===== src/rtl/utx_pkg.sv =====
package utx_pkg;
  localparam int unsigned DATA_W    = 16;
  localparam int unsigned SIZE_W    = 8;
  localparam int unsigned MIN_BYTES = 16;
  localparam int unsigned MAX_BYTES = 128;

  typedef enum logic {
    ST_IDLE = 1'b0,
    ST_SEND = 1'b1
  } tx_state_e;
endpackage


===== src/rtl/utx_len.sv =====
module utx_len #(
  parameter int unsigned SIZE_W    = 8,
  parameter int unsigned DATA_W    = 16,
  parameter int unsigned MIN_BYTES = 16,
  parameter int unsigned MAX_BYTES = 128,
  parameter int unsigned IDX_W     = 6
) (
  input  logic [SIZE_W-1:0] size_i,
  output logic [IDX_W-1:0]  last_idx_o
);
  localparam int unsigned BPW     = DATA_W / 8;
  localparam int unsigned SHIFT   = $clog2(BPW);
  localparam int unsigned MIN_WDS = MIN_BYTES / BPW;
  localparam int unsigned MAX_WDS = MAX_BYTES / BPW;

  logic [SIZE_W-1:0] words_raw;
  logic [SIZE_W-1:0] words;

  assign words_raw = size_i >> SHIFT;

  always_comb begin
    if (words_raw < SIZE_W'(MIN_WDS))      words = SIZE_W'(MIN_WDS);
    else if (words_raw > SIZE_W'(MAX_WDS)) words = SIZE_W'(MAX_WDS);
    else                                   words = words_raw;
  end

  assign last_idx_o = IDX_W'(words - SIZE_W'(1));
endmodule


===== src/rtl/utx_ctr.sv =====
module utx_ctr #(
  parameter int unsigned IDX_W = 6
) (
  input  logic             clk_i,
  input  logic             rst_ni,
  input  logic             start_i,
  input  logic             step_i,
  input  logic [IDX_W-1:0] last_idx_i,
  output logic             last_o
);
  logic [IDX_W-1:0] idx_q;

  always_ff @(posedge clk_i or negedge rst_ni) begin
    if (!rst_ni)      idx_q <= '0;
    else if (start_i) idx_q <= '0;
    else if (step_i)  idx_q <= idx_q + IDX_W'(1);
  end

  assign last_o = (idx_q == last_idx_i);
endmodule


===== src/rtl/utx_par.sv =====
module utx_par #(
  parameter int unsigned W   = 16,
  parameter bit          ODD = 1'b1
) (
  input  logic [W-1:0] data_i,
  input  logic         en_i,
  output logic         par_o
);
  assign par_o = en_i & ((^data_i) ^ ODD);
endmodule


===== src/rtl/utx_cell_master.sv =====
module utx_cell_master #(
  parameter int unsigned DATA_W    = utx_pkg::DATA_W,
  parameter int unsigned SIZE_W    = utx_pkg::SIZE_W,
  parameter int unsigned MIN_BYTES = utx_pkg::MIN_BYTES,
  parameter int unsigned MAX_BYTES = utx_pkg::MAX_BYTES
) (
  input  logic              clk_i,
  input  logic              rst_ni,
  input  logic [SIZE_W-1:0] cell_size_i,
  input  logic              par_en_i,
  input  logic              slave_clav_i,
  input  logic              cell_rdy_i,
  output logic              rd_o,
  input  logic [DATA_W-1:0] rd_data_i,
  output logic [DATA_W-1:0] tx_data_o,
  output logic              tx_prty_o,
  output logic              tx_soc_o,
  output logic              tx_enb_no
);
  import utx_pkg::*;

  localparam int unsigned MAX_WDS = MAX_BYTES / (DATA_W / 8);
  localparam int unsigned IDX_W   = (MAX_WDS > 1) ? $clog2(MAX_WDS) : 1;

  tx_state_e        state_q;
  logic [IDX_W-1:0] last_idx;
  logic             ctr_last;
  logic             last_word;
  logic             take_new;
  logic             take_next;
  logic             par_nxt;

  logic [DATA_W-1:0] data_q;
  logic              prty_q, soc_q, enb_nq;

  utx_len #(
    .SIZE_W(SIZE_W), .DATA_W(DATA_W), .MIN_BYTES(MIN_BYTES),
    .MAX_BYTES(MAX_BYTES), .IDX_W(IDX_W)
  ) u_len (
    .size_i    (cell_size_i),
    .last_idx_o(last_idx)
  );

  utx_ctr #(.IDX_W(IDX_W)) u_ctr (
    .clk_i     (clk_i),
    .rst_ni    (rst_ni),
    .start_i   (take_new),
    .step_i    (take_next),
    .last_idx_i(last_idx),
    .last_o    (ctr_last)
  );

  utx_par #(.W(DATA_W), .ODD(1'b1)) u_par (
    .data_i(rd_data_i),
    .en_i  (par_en_i),
    .par_o (par_nxt)
  );

  assign last_word = (state_q == ST_SEND) && ctr_last;
  // new cell: from idle or directly after the last word
  assign take_new  = ((state_q == ST_IDLE) || last_word) && cell_rdy_i && slave_clav_i;
  assign take_next = (state_q == ST_SEND) && !ctr_last;
  assign rd_o      = take_new || take_next;

  always_ff @(posedge clk_i or negedge rst_ni) begin
    if (!rst_ni) begin
      state_q <= ST_IDLE;
      data_q  <= '0;
      prty_q  <= 1'b0;
      soc_q   <= 1'b0;
      enb_nq  <= 1'b1;
    end else begin
      state_q <= rd_o ? ST_SEND : ST_IDLE;
      soc_q   <= take_new;
      enb_nq  <= !rd_o;
      if (rd_o) begin
        data_q <= rd_data_i;
        prty_q <= par_nxt;
      end else begin
        data_q <= '0;
        prty_q <= 1'b0;
      end
    end
  end

  assign tx_data_o = data_q;
  assign tx_prty_o = prty_q;
  assign tx_soc_o  = soc_q;
  assign tx_enb_no = enb_nq;
endmodule


===== config.mk =====
export PLATFORM = sky130hd
export DESIGN_NAME = utx_cell_master
export DESIGN_NICKNAME = d
export VERILOG_FILES = /design/src/rtl/utx_pkg.sv /design/src/rtl/utx_len.sv /design/src/rtl/utx_ctr.sv /design/src/rtl/utx_par.sv /design/src/rtl/utx_cell_master.sv
export SDC_FILE = /design/constraint.sdc
export NUM_CORES = 1
export LEC_CHECK = 0
export BUFFER_PORTS_ARGS = -buffer_cell sky130_fd_sc_hd__buf_2
export CELL_PAD_IN_SITES_DETAIL_PLACEMENT = 1
export CELL_PAD_IN_SITES_GLOBAL_PLACEMENT = 2
export CORE_MARGIN = 2
export CORE_UTILIZATION = 30
export CTS_CLUSTER_DIAMETER = 150
export DETAILED_ROUTE_END_ITERATION = 7
export PLACE_DENSITY = 0.81
export SLEW_MARGIN = 20
export SYNTH_ARGS = -nofsm -noshare
export SYNTH_HDL_FRONTEND = slang
export SYNTH_SLANG_ARGS = --single-unit

===== constraint.sdc =====
create_clock -name clk_i -period 4.42 [get_ports clk_i]
set_clock_uncertainty 0.1 [all_clocks]
set_input_delay 0.663 -clock clk_i [delete_from_list [all_inputs] [get_ports clk_i]]
set_output_delay 0.663 -clock clk_i [all_outputs]
set_load 0.02 [all_outputs]

==> results of run 1 <==
[logic make-up after synthesis]
| group | Yosys count |
|---|---|
| compound gates | 39 |
| flops | 26 |
| buf+inv | 9 |
| simple gates | 34 |
| xor+xnor | 21 |
| fa+ha+maj | 2 |
| mux | 3 |
[sequential cells by signal, indices dropped and copies added (netlist names)]
signal       flops
tx_enb_no        1
tx_data_o       16
state_q          1
tx_prty_o        1
u_ctr.idx_q      6
tx_soc_o         1
[stage by stage]
step	total power [mW]	instance area (um2)	worst slack (ns)	utilization	hold slack, ns
floorplan	0.561	1440	0.811	-	0.267
global placement	0.638	1710	0.683	0.367	0.469
detailed placement	0.652	1710	0.620	0.367	0.493
CTS	0.791	1750	0.613	0.376	0.301
global route	0.839	1750	0.418	0.376	0.317
finish	0.777	1750	0.624	0.376	0.287
[routing by layer]
layer / track usage / vias up
li1: - / 570
met1: 0.150 / 583
met2: 0.234 / 37
met3: 0.0359 / 2
met4: 0.0267 / 0
met5: 0 / -
[how the worst max path moves through the flow]
stage,startpoint,endpoint,depth (start not counted)
2_1_floorplan,cell_size_i[6],rd_o,11
3_3_place_gp,cell_size_i[6],rd_o,12
3_5_place_dp,cell_size_i[6],rd_o,12
4_1_cts,cell_size_i[6],rd_o,12
5_1_grt,cell_size_i[6],rd_o,12
6_report,cell_size_i[6],rd_o,12
[power by group]
group          internal [mW]  switching [mW]  total, mW
clock network         0.0642          0.0660      0.130
registers              0.293          0.0551      0.348
logic                  0.128           0.171      0.299
total                  0.485           0.292      0.777
[layout make-up]
type / count / area (um2)
Tap cell: 54 / 67.6
Multi-Input combinational cell: 99 / 736
Fill cell: 554 / 2910
Timing Repair Buffer: 48 / 243
Inverter: 3 / 11.3
Sequential cell: 26 / 652
Clock buffer: 4 / 45.0
[layout by cell type (no fill, tap or decap), types with 2 or more instances in the layout]
master | Yosys | routed
sky130_fd_sc_hd__buf_2 | 0 | 47
sky130_fd_sc_hd__inv_1 | 3 | 3
sky130_fd_sc_hd__nand3_1 | 2 | 2
sky130_fd_sc_hd__nor2b_1 | 3 | 3
sky130_fd_sc_hd__xnor2_1 | 16 | 16
sky130_fd_sc_hd__a41oi_1 | 3 | 3
sky130_fd_sc_hd__dfrtp_1 | 25 | 25
sky130_fd_sc_hd__o21ai_0 | 2 | 2
sky130_fd_sc_hd__clkbuf_8 | 0 | 3
sky130_fd_sc_hd__nor3_1 | 3 | 3
sky130_fd_sc_hd__ha_1 | 2 | 2
sky130_fd_sc_hd__and3b_1 | 2 | 2
sky130_fd_sc_hd__a21boi_0 | 14 | 14
sky130_fd_sc_hd__a21boi_1 | 2 | 2
sky130_fd_sc_hd__a21oi_1 | 3 | 3
sky130_fd_sc_hd__mux2i_1 | 3 | 3
sky130_fd_sc_hd__nor2_1 | 4 | 4
sky130_fd_sc_hd__xor2_1 | 5 | 5
sky130_fd_sc_hd__nand2_1 | 12 | 12
sky130_fd_sc_hd__o211ai_1 | 5 | 5
[critical path: stages]
cell                      delay, ns
sky130_fd_sc_hd__buf_2         0.12
sky130_fd_sc_hd__nor3_1        0.31
sky130_fd_sc_hd__nor2_1        0.10
sky130_fd_sc_hd__nand2_1       0.08
sky130_fd_sc_hd__ha_1          0.14
sky130_fd_sc_hd__inv_1         0.06
sky130_fd_sc_hd__and3_4        0.15
sky130_fd_sc_hd__or4b_4        0.48
sky130_fd_sc_hd__a311o_1       0.45
sky130_fd_sc_hd__o21ai_4       0.16
sky130_fd_sc_hd__nand2_1       0.09
sky130_fd_sc_hd__buf_2         0.22
==> flow_metrics.tcl, run 1 <==
set metrics [dict create \
    yosys-top-cells-area "sky130_fd_sc_hd__dfrtp_1 (44%), sky130_fd_sc_hd__xnor2_1 (9.8%), sky130_fd_sc_hd__a21boi_0 (7.3%)" \
    synthesis.instances 134 \
    grt_setup_unrepaired "false" \
    synth_xor_area_frac 0.128 \
    topRoutingLayerUsed "met4" \
    io-pin-count 49 \
    yosys_register_bits 26 \
    leakage_nw 0.766 \
    worst_r2r_endpoint "tx_data_o[14]" \
    complex_gate_fraction_of_the_synthesized_area 0.212 \
    die_x_um 73.2 \
    cts_max_level 1 \
    synth_most_common_cell "sky130_fd_sc_hd__dfrtp_1" \
    antenna_found_initial 0 \
    yosysUniqueCellTypes 39 \
    worstMarginPinSlew_ns 0.841 \
    ff2ff_path_depth 6 \
    grt_first_pass_wirelength_mm 5.49 \
    cp_data_arrival_time_ns 3.03 \
    detail_route.wl_per_cell_um 13.7 \
    crit_path_start_kind "input port" \
    total_nets_final 212 \
    ctsResizeCount 0 \
    synth_simple_gate_area_frac 0.134 \
    postSynth.asyncResetShare 1.00 \
    drt.antenna.violating_nets 0 \
    detailroute.via_count 1192 \
    cts-hold-fix-buffers 0 \
    syn-cell-area_um2 1440 \
    cts_tree "built" \
    synth_top_family_by_area "compound AO/OA/AOI/OAI gates" \
    row_count 25 \
    insertion_delay_ns 0.26 \
    cts_root_buffer "sky130_fd_sc_hd__clkbuf_8" \
    holdCritPathClass "input port to asynchronous set/reset pin" \
    place.gp.congestion 0.780 \
    final-setup-viol-count 0 \
    postSynth.topFlopCell "sky130_fd_sc_hd__dfrtp_1" \
    firstDrtPassIters 3 \
    dp.cells 230 \
    gr-total-overflow 0 \
    fmax_ghz 0.263 \
    grt_pass1_vias 1274 \
    worst_setup_hold_path_clk_slew_ns 0.08 \
    grt_start_max_net_pins 30 \
    synth.yosys.seq_area_share 0.454 \
    vdd.ir_drop.worst_v 0.000245 \
    rrSetupSlack_ns 1.92 \
    io_buffers 47 \
    synth_adder_area_share 0.0174 \
    max-slew-margin-rel 0.438 \
    die_h_um 73.2 \
    yosys_warnings 0 \
    cp_max_fo 4 \
    drt_iter0_drc 25 \
    cts_inserted_buffers 3 \
    overall_fraction_of_global_route_tracks_in_use 0.129 \
    post_route_cells_drive_above_1_share 0.328 \
    synth_top_cell_area_share 0.436 \
    regToRegStartpoint "u_ctr.idx_q[4]" \
    fin_setup_tns_ns 0 \
    insertedDiodeCount 0 \
    hold_viol_final 0 \
    worst_ep_required_time_ns 3.66 \
    routed_via_density 5.09 \
    syn_nets 165 \
    ys_top_cells_by_count "sky130_fd_sc_hd__dfrtp_1 (25), sky130_fd_sc_hd__xnor2_1 (16), sky130_fd_sc_hd__a21boi_0 (14), sky130_fd_sc_hd__nand2_1 (12)" \
    synth.area.mux_share 0.0209 \
    maxSlewViolCount 0 \
    timing_worst_setup_path_type "input port to output pin" \
    clk_path_buf_depth 2 \
    post-dp-hpwl_mm 2.47 \
    wl_met1_mm 1.34 \
    met2_length_mm 1.63 \
    core_area_um2 4660 \
    post_synth.cell_area_avg_um2 10.7 \
    setup_bufs_post_cts 0 \
    timing.final.crit_period_ns 3.80 \
    synth_area_leader_cell "sky130_fd_sc_hd__dfrtp_1" \
    final_non_filler_cells 234 \
    cp_endpoint_kind "output pin" \
    floorplan.initialDensity 0.308 \
    drc 0 \
    fp.dieArea_um2 5360 \
    synth_enable_flop_cells 0 \
    timing.final.crit_share 0.859 \
    clock-sinks 26 \
    power.density_cell_area_nw_per_um2 443 \
    finalWirelength_mm 3.21 \
    syn2layout_area_growth_pct 22.1 \
    cap_violations 0 \
    met3_wirelength_from_detailed_routing_um 230 \
    outcome "completed" \
]
Note: power is estimated with default switching activity, not from simulation.
==> run 2, diff against run 1 <==
--- a/config.mk
+++ b/config.mk
@@ -10,6 +10,7 @@
 export CELL_PAD_IN_SITES_GLOBAL_PLACEMENT = 2
 export CORE_MARGIN = 2
 export CORE_UTILIZATION = 30
+export CTS_BUF_LIST = sky130_fd_sc_hd__clkbuf_16
 export CTS_CLUSTER_DIAMETER = 150
 export DETAILED_ROUTE_END_ITERATION = 7
 export PLACE_DENSITY = 0.81
==> constraint.sdc (replaced) <==
create_clock -name clk_i -period 4.42 [get_ports clk_i]
set_clock_uncertainty 0.1 [all_clocks]
set_input_delay 0.663 -clock clk_i [delete_from_list [all_inputs] [get_ports clk_i]]
set_output_delay 0.663 -clock clk_i [all_outputs]
set_load 0.01 [all_outputs]
==> run 2 against run 1 <==
Combinational power is 7.7% lower. Clock power is 50% higher. Global-route usage is 0.33 points lower. Non-clock buffer count unchanged. Routed wire length is 0.72% higher. Count of clock-buffer cells in the layout decreased by 1. Design area grew 1.9%. Hold slack improved by 0.017 ns. Register-to-register slack lost 0.03 ns. First-iteration DRC count decreased by 48%. Via count shrank 0.25%. Highest routed layer unchanged.
==> flow_metrics.tcl, run 2 (synthesis gave the netlist of run 1 again) <==
set metrics [dict create \
    fmax_ghz 0.264 \
    detail_route.wl_per_cell_um 13.8 \
    die_h_um 73.2 \
    post_route_cells_drive_above_1_share 0.328 \
    drt.antenna.violating_nets 0 \
    critical_path.endpoint "rd_o" \
    insertedDiodeCount 0 \
    highest_cell_delay_on_the_worst_timing_path_ns 0.48 \
    power.clock.fraction 0.238 \
    overall_fraction_of_global_route_tracks_in_use 0.126 \
    crit_path_start_kind "input port" \
    worst_setup_hold_path_clk_slew_ns 0.06 \
    grt_first_pass_wirelength_mm 5.42 \
    final_non_filler_cells 234 \
    total_nets_final 212 \
    io-pin-count 49 \
    max-slew-margin-rel 0.437 \
    cp_endpoint_kind "output pin" \
    largest_register_ff_count 16 \
    cap_violations 0 \
    timing.final.crit_period_ns 3.79 \
    cts_inserted_buffers 3 \
    io_buffers 47 \
    pwr-share-comb 0.337 \
    cts_max_level 1 \
    finish.utilization 0.384 \
    insertion_delay_ns 0.25 \
    antenna_found_initial 0 \
    fin_setup_tns_ns 0 \
    floorplan.initialDensity 0.308 \
    critical_path_cell_list "buf_2 -> nor3_1 -> nor2_1 -> nand2_1 -> ha_1 -> inv_1 -> and3_4 -> or4b_4 -> a311o_1 -> o21ai_4 -> nand2_1 -> buf_2" \
    row_count 25 \
    finalWirelength_mm 3.23 \
    drt_iter0_drc 13 \
    worst_ep_required_time_ns 3.66 \
    routed_via_density 5.08 \
    gr-total-overflow 0 \
    outcome "completed" \
    ctsResizeCount 0 \
    cpMaxStageDelayCell "sky130_fd_sc_hd__or4b_4" \
    vdd.ir_drop.worst_v 0.000258 \
    cp_data_arrival_time_ns 3.03 \
    pwr-share-seq 0.426 \
    mostFrequentLayoutCell "sky130_fd_sc_hd__buf_2" \
    sw_frac_of_total 0.340 \
    grt_setup_unrepaired "false" \
    ff2ff_path_depth 6 \
    p_int_mw 0.542 \
    timing_worst_setup_path_type "input port to output pin" \
    cts-hold-fix-buffers 0 \
    die_x_um 73.2 \
    syn2layout_area_growth_pct 24.5 \
    fp.dieArea_um2 5360 \
    holdCritPathClass "input port to asynchronous set/reset pin" \
    worst_r2r_endpoint "tx_data_o[1]" \
    post-place-ws_ns 0.608 \
    cts_tree "built" \
    worstMarginPinSlew_ns 0.842 \
    leakage_nw 0.786 \
    setup_slack_ns 0.629 \
    place.gp.congestion 0.779 \
    final_cell_mix "sky130_fd_sc_hd__buf_2 (47), sky130_fd_sc_hd__dfrtp_1 (25), sky130_fd_sc_hd__xnor2_1 (16), sky130_fd_sc_hd__a21boi_0 (14), sky130_fd_sc_hd__nand2_1 (12)" \
    setup_bufs_post_cts 0 \
    power.density_cell_area_nw_per_um2 459 \
    maxSlewViolCount 0 \
    grt_pass1_vias 1260 \
    final-setup-viol-count 0 \
    drc 0 \
    rrSetupSlack_ns 1.89 \
    dp.cells 230 \
    core_area_um2 4660 \
    regToRegStartpoint "u_ctr.idx_q[4]" \
    cp_max_fo 4 \
    timing.final.crit_share 0.858 \
    cts_root_buffer "sky130_fd_sc_hd__clkbuf_16" \
    detailroute.via_count 1189 \
    critPathLaunch "cell_size_i[6]" \
    post-dp-hpwl_mm 2.46 \
    hold_viol_final 0 \
    clk_path_buf_depth 2 \
    power.net_switching_mw 0.279 \
    finalHoldWorstSlack_ns 0.304 \
    firstDrtPassIters 4 \
    grt_start_max_net_pins 30 \
    clock-sinks 26 \
]
-- run 2: layout make-up --
class	count	area, um2
multi-input cells	99	736
repair buffers	48	243
inverters	3	11.3
fillers	556	2870
clock buffers	3	75.1
flip-flops and latches	26	652
well taps	54	67.6
clock inverters	1	3.75
-- run 2: power by group through the flow --
| stage | logic (mW) | registers [mW] | clock network, mW |
|---|---|---|---|
| 6_report | 0.276 | 0.349 | 0.195 |
| 5_1_grt | 0.310 | 0.359 | 0.207 |
| 4_1_cts | 0.282 | 0.350 | 0.200 |
| 3_5_place_dp | 0.279 | 0.353 | 0 |
| 3_3_place_gp | 0.267 | 0.350 | 0 |
| 2_1_floorplan | 0.193 | 0.348 | 0 |
-- run 2: how the worst min path moves through the flow --
stage / to / startpoint / cells after the start
3_5_place_dp: u_ctr.idx_q[0] / u_ctr.idx_q[0] / 1
6_report: tx_prty_o / rst_ni / 1
5_1_grt: tx_data_o[5] / rst_ni / 1
4_1_cts: tx_prty_o / rst_ni / 1
2_1_floorplan: state_q / rst_ni / 0
3_3_place_gp: u_ctr.idx_q[0] / u_ctr.idx_q[0] / 1
-- run 2: critical path: cells and delay by family --
family | cells | cell delay, ns
fa+ha+maj | 1 | 0.14
buf+inv | 3 | 0.37
simple gates | 6 | 1.23
compound gates | 2 | 0.61
-- run 2: through the flow --
stage          power [mW]  cell area [um2]
2_1_floorplan       0.540             1440
3_3_place_gp        0.617             1710
3_5_place_dp        0.632             1710
4_1_cts             0.832             1790
5_1_grt             0.876             1790
6_report            0.821             1790
-- run 2: layer usage --
layer  track usage  wire length, um  vias up
met3        0.0290              197        2
met1         0.154             1390      582
li1              -                -      571
met5             0                0        -
met4        0.0247                7        0
met2         0.224             1640       34
